--- config.mk ---
export PLATFORM = sky130hd
export DESIGN_NAME = prf_regfile
export DESIGN_NICKNAME = d
export VERILOG_FILES = /design/src/rtl/prf_pkg.sv /design/src/rtl/prf_unlock_fsm.sv /design/src/rtl/prf_devcfg.sv /design/src/rtl/prf_violation.sv /design/src/rtl/prf_regfile.sv
export SDC_FILE = /design/constraint.sdc
export NUM_CORES = 1
export LEC_CHECK = 0
export BUFFER_PORTS_ARGS = -buffer_cell sky130_fd_sc_hd__buf_2
export CAP_MARGIN = 20
export CORE_MARGIN = 1.5
export CORE_UTILIZATION = 30
export CTS_BUF_LIST = sky130_fd_sc_hd__clkbuf_8
export DETAILED_ROUTE_END_ITERATION = 10
export SKIP_LAST_GASP = 1
export SYNTH_ARGS = -nofsm -noshare
export SYNTH_HDL_FRONTEND = slang
export SYNTH_SLANG_ARGS = --single-unit
export TNS_END_PERCENT = 1
--- constraint.sdc ---
create_clock -name clk -period 1.5 [get_ports clk]
set_clock_uncertainty 0.05 [all_clocks]
set_input_delay 0 -clock clk [delete_from_list [all_inputs] [get_ports clk]]
set_output_delay 0 -clock clk [all_outputs]
set_load 0.01 [all_outputs]
--- src/rtl/prf_pkg.sv ---
package prf_pkg;

    localparam int unsigned ADDR_W = 3;

    localparam logic [ADDR_W-1:0] A_LOCK = 3'd0;
    localparam logic [ADDR_W-1:0] A_CFG  = 3'd1;
    localparam logic [ADDR_W-1:0] A_SET  = 3'd2;
    localparam logic [ADDR_W-1:0] A_CLR  = 3'd3;
    localparam logic [ADDR_W-1:0] A_INFO = 3'd4;
    localparam logic [ADDR_W-1:0] A_STAT = 3'd5;

    typedef enum logic {
        ST_LOCKED = 1'b0,
        ST_ARMED  = 1'b1
    } lock_state_e;

    function automatic logic is_protected(input logic [ADDR_W-1:0] a);
        return (a == A_CFG) || (a == A_SET) || (a == A_CLR);
    endfunction

endpackage

--- src/rtl/prf_unlock_fsm.sv ---
module prf_unlock_fsm
    import prf_pkg::*;
#(
    parameter int unsigned DATA_W = 32,
    parameter int unsigned KEY    = 32'hAA
) (
    input  logic              clk,
    input  logic              rst_n,
    input  logic              wr_en,
    input  logic [ADDR_W-1:0] wr_addr,
    input  logic [DATA_W-1:0] wr_data,
    output logic              armed,
    output logic              grant,
    output logic              deny
);

    lock_state_e state_q, state_d;
    logic        key_hit;
    logic        prot_wr;

    assign key_hit = wr_en && (wr_addr == A_LOCK) && (wr_data == DATA_W'(KEY));
    assign prot_wr = wr_en && is_protected(wr_addr);

    // Next-state logic: arm, rearm and consume.
    always_comb begin
        state_d = state_q;
        unique case (state_q)
            ST_LOCKED: if (key_hit) state_d = ST_ARMED;
            ST_ARMED:  if (wr_en)   state_d = key_hit ? ST_ARMED : ST_LOCKED;
            default:   state_d = ST_LOCKED;
        endcase
    end

    always_ff @(posedge clk or negedge rst_n) begin
        if (!rst_n) state_q <= ST_LOCKED;
        else        state_q <= state_d;
    end

    // Output decode.
    always_comb begin
        armed = 1'b0;
        grant = 1'b0;
        deny  = 1'b0;
        unique case (state_q)
            ST_LOCKED: deny = prot_wr;
            ST_ARMED: begin
                armed = 1'b1;
                grant = prot_wr;
            end
            default: deny = prot_wr;
        endcase
    end

    p_arm_on_key_r2: assert property (@(posedge clk) disable iff (!rst_n)
        (wr_en && wr_addr == A_LOCK && wr_data == DATA_W'(KEY)) |=> armed);

    p_cancel_r5: assert property (@(posedge clk) disable iff (!rst_n)
        (armed && wr_en && wr_addr != A_LOCK) |=> !armed);

endmodule

--- src/rtl/prf_devcfg.sv ---
module prf_devcfg
    import prf_pkg::*;
#(
    parameter int unsigned DATA_W    = 32,
    parameter int unsigned RST_BIT   = 31,
    parameter logic [DATA_W-1:0] CFG_RESET = '0
) (
    input  logic              clk,
    input  logic              rst_n,
    input  logic              grant,
    input  logic [ADDR_W-1:0] wr_addr,
    input  logic [DATA_W-1:0] wr_data,
    output logic [DATA_W-1:0] cfg_q,
    output logic              swrst_pulse
);

    logic [DATA_W-1:0] cfg_d;
    logic              pulse_d;

    always_comb begin
        cfg_d = cfg_q;
        if (grant) begin
            unique case (wr_addr)
                A_CFG:   cfg_d = wr_data;
                A_SET:   cfg_d = cfg_q | wr_data;
                A_CLR:   cfg_d = cfg_q & ~wr_data;
                default: cfg_d = cfg_q;
            endcase
        end
    end

    assign pulse_d = grant && cfg_q[RST_BIT] && !cfg_d[RST_BIT];

    always_ff @(posedge clk or negedge rst_n) begin
        if (!rst_n) begin
            cfg_q       <= CFG_RESET;
            swrst_pulse <= 1'b0;
        end else begin
            cfg_q       <= cfg_d;
            swrst_pulse <= pulse_d;
        end
    end

    p_change_needs_grant_r3: assert property (@(posedge clk) disable iff (!rst_n)
        (cfg_q != $past(cfg_q)) |-> $past(grant));

    p_pulse_on_fall_r8: assert property (@(posedge clk) disable iff (!rst_n)
        swrst_pulse |-> (!cfg_q[RST_BIT] && $past(cfg_q[RST_BIT])));

    p_pulse_single_r8: assert property (@(posedge clk) disable iff (!rst_n)
        swrst_pulse |=> !swrst_pulse);

endmodule

--- src/rtl/prf_violation.sv ---
module prf_violation
    import prf_pkg::*;
#(
    parameter int unsigned DATA_W = 32
) (
    input  logic              clk,
    input  logic              rst_n,
    input  logic              deny,
    input  logic              wr_en,
    input  logic [ADDR_W-1:0] wr_addr,
    input  logic [DATA_W-1:0] wr_data,
    output logic              viol_q
);

    logic clr_hit;

    assign clr_hit = wr_en && (wr_addr == A_STAT) && wr_data[0];

    always_ff @(posedge clk or negedge rst_n) begin
        if (!rst_n)       viol_q <= 1'b0;
        else if (deny)    viol_q <= 1'b1;
        else if (clr_hit) viol_q <= 1'b0;
    end

    p_set_on_deny_r4: assert property (@(posedge clk) disable iff (!rst_n)
        deny |=> viol_q);

    p_sticky_r9: assert property (@(posedge clk) disable iff (!rst_n)
        (viol_q && !(wr_en && wr_addr == A_STAT && wr_data[0])) |=> viol_q);

endmodule

--- src/rtl/prf_regfile.sv ---
module prf_regfile
    import prf_pkg::*;
#(
    parameter int unsigned DATA_W    = 32,
    parameter int unsigned KEY       = 32'hAA,
    parameter int unsigned RST_BIT   = 31,
    parameter int unsigned REV_LSB   = 8,
    parameter int unsigned REV_W     = 8,
    parameter logic [REV_W-1:0]  REVISION  = 8'h02,
    parameter logic [DATA_W-1:0] CFG_RESET = '0
) (
    input  logic              clk,
    input  logic              rst_n,
    input  logic              wr_en,
    input  logic [2:0]        bus_addr,
    input  logic [DATA_W-1:0] wdata,
    output logic [DATA_W-1:0] rdata,
    output logic [DATA_W-1:0] cfg_out,
    output logic              swrst_pulse
);

    localparam logic [DATA_W-1:0] INFO_WORD =
        DATA_W'(REVISION) << REV_LSB;

    logic armed, grant, deny, viol_q;

    prf_unlock_fsm #(.DATA_W(DATA_W), .KEY(KEY)) u_fsm (
        .clk     (clk),
        .rst_n   (rst_n),
        .wr_en   (wr_en),
        .wr_addr (bus_addr),
        .wr_data (wdata),
        .armed   (armed),
        .grant   (grant),
        .deny    (deny)
    );

    prf_devcfg #(.DATA_W(DATA_W), .RST_BIT(RST_BIT), .CFG_RESET(CFG_RESET)) u_cfg (
        .clk         (clk),
        .rst_n       (rst_n),
        .grant       (grant),
        .wr_addr     (bus_addr),
        .wr_data     (wdata),
        .cfg_q       (cfg_out),
        .swrst_pulse (swrst_pulse)
    );

    prf_violation #(.DATA_W(DATA_W)) u_viol (
        .clk     (clk),
        .rst_n   (rst_n),
        .deny    (deny),
        .wr_en   (wr_en),
        .wr_addr (bus_addr),
        .wr_data (wdata),
        .viol_q  (viol_q)
    );

    always_comb begin
        rdata = '0;
        case (bus_addr)
            A_LOCK:  rdata[0] = armed;
            A_CFG:   rdata    = cfg_out;
            A_INFO:  rdata    = INFO_WORD;
            A_STAT:  rdata[0] = viol_q;
            default: rdata    = '0;
        endcase
    end

    p_no_grant_unarmed_r4: assert property (@(posedge clk) disable iff (!rst_n)
        (!armed && wr_en && bus_addr == A_CFG) |=> (cfg_out == $past(cfg_out)));

endmodule

==> results of run 1 <==
==> final timing paths <==
kind	to	cells past startpoint	start
max in group asynchronous	u_cfg.swrst_pulse$_DFF_PN0_	3	rst_n
min in group asynchronous	u_cfg.cfg_q[3]$_DFFE_PN0P_	3	rst_n
max reg2reg	u_cfg.cfg_q[2]$_DFFE_PN0P_	4	u_fsm.state_q$_DFF_PN0_
max	rdata[0]	4	u_cfg.cfg_q[0]$_DFFE_PN0P_
min reg2reg	u_cfg.cfg_q[26]$_DFFE_PN0P_	1	u_cfg.cfg_q[26]$_DFFE_PN0P_
min	u_cfg.cfg_q[31]$_DFF_PN0_	3	wdata[31]
==> per-stage QoR <==
stage          hold WS [ns]  std cells   util  total power [mW]  area (um^2)
6_report             0.0343        401  0.471              2.42         3030
5_1_grt              0.0668        401  0.471              2.50         3030
4_1_cts              0.0305        401  0.471              2.43         3030
3_5_place_dp         0.0142        360  0.399              1.35         2560
3_3_place_gp         0.0178        360  0.399              1.35         2560
2_1_floorplan        -0.346        195      -              1.17         2020
==> logic make-up after synthesis <==
logic type / after synthesis / share of synthesized area
AOI/OAI and AO/OA: 74 / 0.309
and+or+nand+nor: 56 / 0.172
DFF: 35 / 0.434
buffers and inverters: 28 / 0.0751
xor gates and xnor gates: 1 / 0.00434
muxes: 1 / 0.00558
==> power by group through the flow <==
stage          clock, mW  combinational [mW]  sequential [mW]
2_1_floorplan          0               0.122             1.05
3_3_place_gp           0               0.312             1.04
3_5_place_dp           0               0.315             1.04
4_1_cts             1.03               0.382             1.02
5_1_grt             1.06               0.417             1.03
6_report            1.02               0.381             1.02
==> flip-flops by register name, indices dropped and copies added (netlist names) <==
| signal | cells |
|---|---|
| u_cfg.swrst_pulse | 1 |
| u_viol.viol_q | 1 |
| u_fsm.state_q | 1 |
| u_cfg.cfg_q | 32 |
==> cells in the mapped netlist (all sizes together) <==
cell type  count
o21ai          2
nand2          2
o32ai          1
nor2b          1
nor2           4
buf           10
xor2           1
nand2b         2
a22o          31
mux2           1
dfrtp         35
nor4b          2
a22oi          1
and2          31
a21o           1
o21a           1
a32oi          1
nor4bb         1
and3b          1
o221ai        32
a21oi          3
nand4          4
clkbuf        14
inv            4
a31oi          1
nand3          2
nor4           5
and3           1
==> critical path: stages (launching register included) <==
cell     delay [ns]
dfrtp_1        0.41
mux2_1         0.29
a22oi_1        0.19
nor2_1         0.06
buf_2          0.14
==> layout make-up <==
class / instances / area share
multi-input combinational: 132 / 0.327
timing repair buffer: 145 / 0.303
sequential: 35 / 0.289
tap: 77 / 0.0318
clock buffer: 5 / 0.0227
clock inverter: 3 / 0.0211
inverter: 4 / 0.00496
==> what timing repair did <==
item,in CTS,in global routing
hold buffers,33,0
hold endpoints to repair,67,0
buffers inserted,0,0
==> routing by layer <==
layer	track usage	wire, um
met5	0	0
met4	0.0522	80
met3	0.0302	405
met2	0.299	3090
met1	0.249	3030
==> metrics.yaml, run 1 <==
drc: 6
place_ws_ns: 0.166
fin_crit_ns: 1.43
ant_nets: 0
leakagePower_nw: 1.52
cts_root_buffer: "clkbuf_8"
yosysWarnings: 0
setup_slack_ns: 0.0713
seqCellArea_um2: 876
grt_max_degree: 36
clock.fmax_ghz: 0.700
multiInputGateArea_um2: 990
finalSetupTns_ns: 0
drt_iter0_drc: 139
grt_pass1_wl_um: 10500
final_common_cell: "buf_2"
critPathRequiredTime_ns: 1.45
drtPass1Iterations: 8
synth.avg_cell_area_um2: 10.3
rows: 29
r2r_setup_slack_ns: 0.13
worst_pin_slew_ns: 0.448
end_kind: "primary output"
finalMaxSlewViolations: 0
nNetsFinal: 361
criticalPathCategory: "flip-flop to primary output"
hpwlAfterDp_um: 4260
power_switching_uw: 592
post-route-period-util: 0.952
cts_tree: "done"
grtUsageTotal: 0.182
dr_total_vias: 2143
p_int_mw: 1.83
setup_viol: 0
max-cap-violations: 0
worstPathArrival_ns: 1.38
cts_htree_levels: 2
cts-resized-gates: 0
slew_headroom: 0.701
rsz0062_at_grt: "no"
post-synth-top-area-cell: "dfrtp_1"
yosysTopAreaCellShare: 0.434
failed_checks: "design-rule violations"
syn-cell-area_mm2: 0.00202
diodes: 0
cts_buffer_depth: 2
io_pins: 103
power.share.switching: 0.245
ys_types: 32
combinationalPowerShare: 0.158
die_h_um: 85.0
dieArea_mm2: 0.00722
power_density_mw_per_mm2: 799
initial_utilization: 0.314
crit_fanout: 3
power_frac_seq: 0.421
status: "finished, violations left"
syn_nets: 233
port_buffers: 102
cts.sink_count: 35
area_growth_pct: 50.0
overflow: 0
viasPerCell: 5.34
power.share.clock: 0.421
insertion_delay_ns: 0.29
synth_seq_cells: 35
hold_path_class: "input port to flip-flop"
final_cell_mix: "buf_2 (102), dfrtp_1 (35), dlygate4sd3_1 (33)"
die_x_um: 85.0
numCtsBuffers: 5
antenna_found_initial: 0
fillCellCount: 609
path_clk_slew_ns: 0.07
drive_gt1_frac: 0.377
core_mm2: 0.00642
cp-start-kind: "flip-flop"
finalHoldViolCount: 0
routed_wl_um: 6600
synth_area_leaders: "dfrtp_1 (43%), o221ai_1 (14%), a22o_1 (13%)"
wl_per_cell_um: 16.5
ys_seq_area_frac: 0.434
grt_pass1_vias: 2077
vdd_drop_max_mv: 0.393
syn_inst: 195
routabilityCongestion: 0.724
Power figures use the tool's default switching activity.
==> run 2, diff against run 1 <==
==> constraint.sdc (replaced) <==
create_clock -name clk -period 1.5 [get_ports clk]
set_clock_uncertainty 0.05 [all_clocks]
set_input_delay 0.225 -clock clk [delete_from_list [all_inputs] [get_ports clk]]
set_output_delay 0.225 -clock clk [all_outputs]
set_load 0.01 [all_outputs]
==> run 2 against run 1 <==
The flow finishes with violations (design-rule violations, negative setup slack). Critical path depth unchanged. Final cell count decreased by 7.0%. Final area decreased by 7.7%. Worst setup slack got worse by 0.14 ns. Sequential power about the same. Worst hold slack improved by 0.10 ns. Register-to-register slack got worse by 0.07 ns. Clock power decreased by 13%. Non-clock buffer count decreased by 28. Critical endpoint unchanged. Largest power group unchanged.
==> metrics.yaml, run 2 (synthesized netlist as in run 1, its figures left out) <==
status: "finished, violations left"
failed_checks: "design-rule violations, negative setup slack"
area_growth_pct: 38.4
post-route-period-util: 1.05
rows: 29
overflow: 0
core_mm2: 0.00642
path_clk_slew_ns: 0.07
fillCellCount: 626
finalMaxSlewViolations: 0
top_register: "u_cfg.cfg_q"
cp-start-kind: "flip-flop"
numCtsBuffers: 5
seqCellArea_um2: 876
holdWs_ns: 0.137
grt_pass1_vias: 1861
dr_total_vias: 2033
power_density_mw_per_mm2: 810
finalHoldViolCount: 0
routed_wl_um: 6270
drtPass1Iterations: 8
crit_fanout: 2
busiest_layer: "met2"
met2_usage: 0.257
drc: 6
io_pins: 103
clock.fmax_ghz: 0.637
max-cap-violations: 0
die_h_um: 85.0
finalSetupTns_ns: -0.0695
end_kind: "primary output"
final_cell_area_mm2: 0.00279
cts.sink_count: 35
ant_nets: 0
viasPerCell: 5.45
worst_pin_slew_ns: 0.447
drt_iter0_drc: 116
port_buffers: 102
antenna_found_initial: 0
drive_gt1_frac: 0.436
cts_buffer_depth: 2
worstPathArrival_ns: 1.29
routabilityCongestion: 0.842
setup_slack_ns: -0.0695
grtUsageTotal: 0.174
power.total_mw: 2.26
hold_path_class: "input port to flip-flop"
cts_root_buffer: "clkbuf_8"
die_x_um: 85.0
final_cell_mix: "buf_2 (102), dfrtp_1 (35), o221ai_1 (32)"
grt_pass1_wl_um: 9930
place_ws_ns: 0.0306
place_area_mm2: 0.00264
insertion_delay_ns: 0.29
fin_crit_ns: 1.57
rsz0062_at_grt: "yes"
diodes: 0
criticalPathCategory: "flip-flop to primary output"
final_common_cell: "buf_2"
slew_headroom: 0.702
hpwlAfterDp_um: 4390
gr-usage-met1: 0.253
initial_utilization: 0.314
dieArea_mm2: 0.00722
cts_htree_levels: 2
nNetsFinal: 333
cts_tree: "done"
wl_per_cell_um: 16.8
setup_viol: 1
critPathRequiredTime_ns: 1.22
grt_max_degree: 33
vdd_drop_max_mv: 0.466
multiInputGateArea_um2: 998
leakagePower_nw: 1.42
largest_reg_flops: 32
met3_usage: 0.0428
## run 2: cell count changes in the layout (fill, tap and decap cells not counted), sizes merged
cell,change
dlygate4sd3,-32
buf,+4
bufinv,-1
clkbuf,+1
clkinv,+1
inv,-1
## run 2: area by class of cell
class                   instances  area share
flip-flops and latches         35       0.314
multi-input cells             132       0.358
clock inverters                 2      0.0126
clock buffers                   6      0.0296
well taps                      77      0.0345
inverters                       4     0.00538
repair buffers                117       0.247
## run 2: report_power, final
part           switching, mW  internal [mW]
logic                  0.198          0.155
clock network          0.352          0.538
registers             0.0321          0.985
total                  0.582           1.68
## run 2: per-layer routing
| layer | routed length, um | part of all wire |
|---|---|---|
| met2 | 2750 | 0.44 |
| met1 | 2920 | 0.47 |
| met4 | 78 | 0.012 |
| met5 | 0 | 0 |
| met3 | 525 | 0.084 |
## run 2: path summary, 6_finish.rpt
kind / slack, ns / cells after the start / to / start
max: -0.07 / 4 / rdata[0] / u_cfg.cfg_q[0]$_DFFE_PN0P_
min: 0.14 / 2 / u_cfg.cfg_q[9]$_DFFE_PN0P_ / wdata[9]
max reg2reg: 0.06 / 3 / u_cfg.cfg_q[14]$_DFFE_PN0P_ / u_fsm.state_q$_DFF_PN0_
min reg2reg: 0.46 / 1 / u_cfg.cfg_q[26]$_DFFE_PN0P_ / u_cfg.cfg_q[26]$_DFFE_PN0P_
max in group asynchronous: 0.59 / 3 / u_cfg.cfg_q[18]$_DFFE_PN0P_ / rst_n
min in group asynchronous: 0.35 / 2 / u_cfg.cfg_q[28]$_DFFE_PN0P_ / rst_n
## run 2: worst max-delay path, stage by stage (launching register included)
cell and delay (ns):
dfrtp_1 0.40, mux2_4 0.28, a22oi_2 0.15, nor2_1 0.05, buf_2 0.13
## run 2: metrics by stage
stage / cells / utilization
after floorplan: 195 / -
after global routing: 373 / 0.435
after CTS: 373 / 0.435
after detailed placement: 362 / 0.411
final: 373 / 0.435
after global placement: 362 / 0.411
## run 2: timing repair
item	4_1_cts	5_1_grt
pin swaps	1	0
gates resized for setup	2	0
buffers inserted	2	0
hold buffers	1	0
hold endpoints to repair	17	0
setup endpoints to repair	1	25
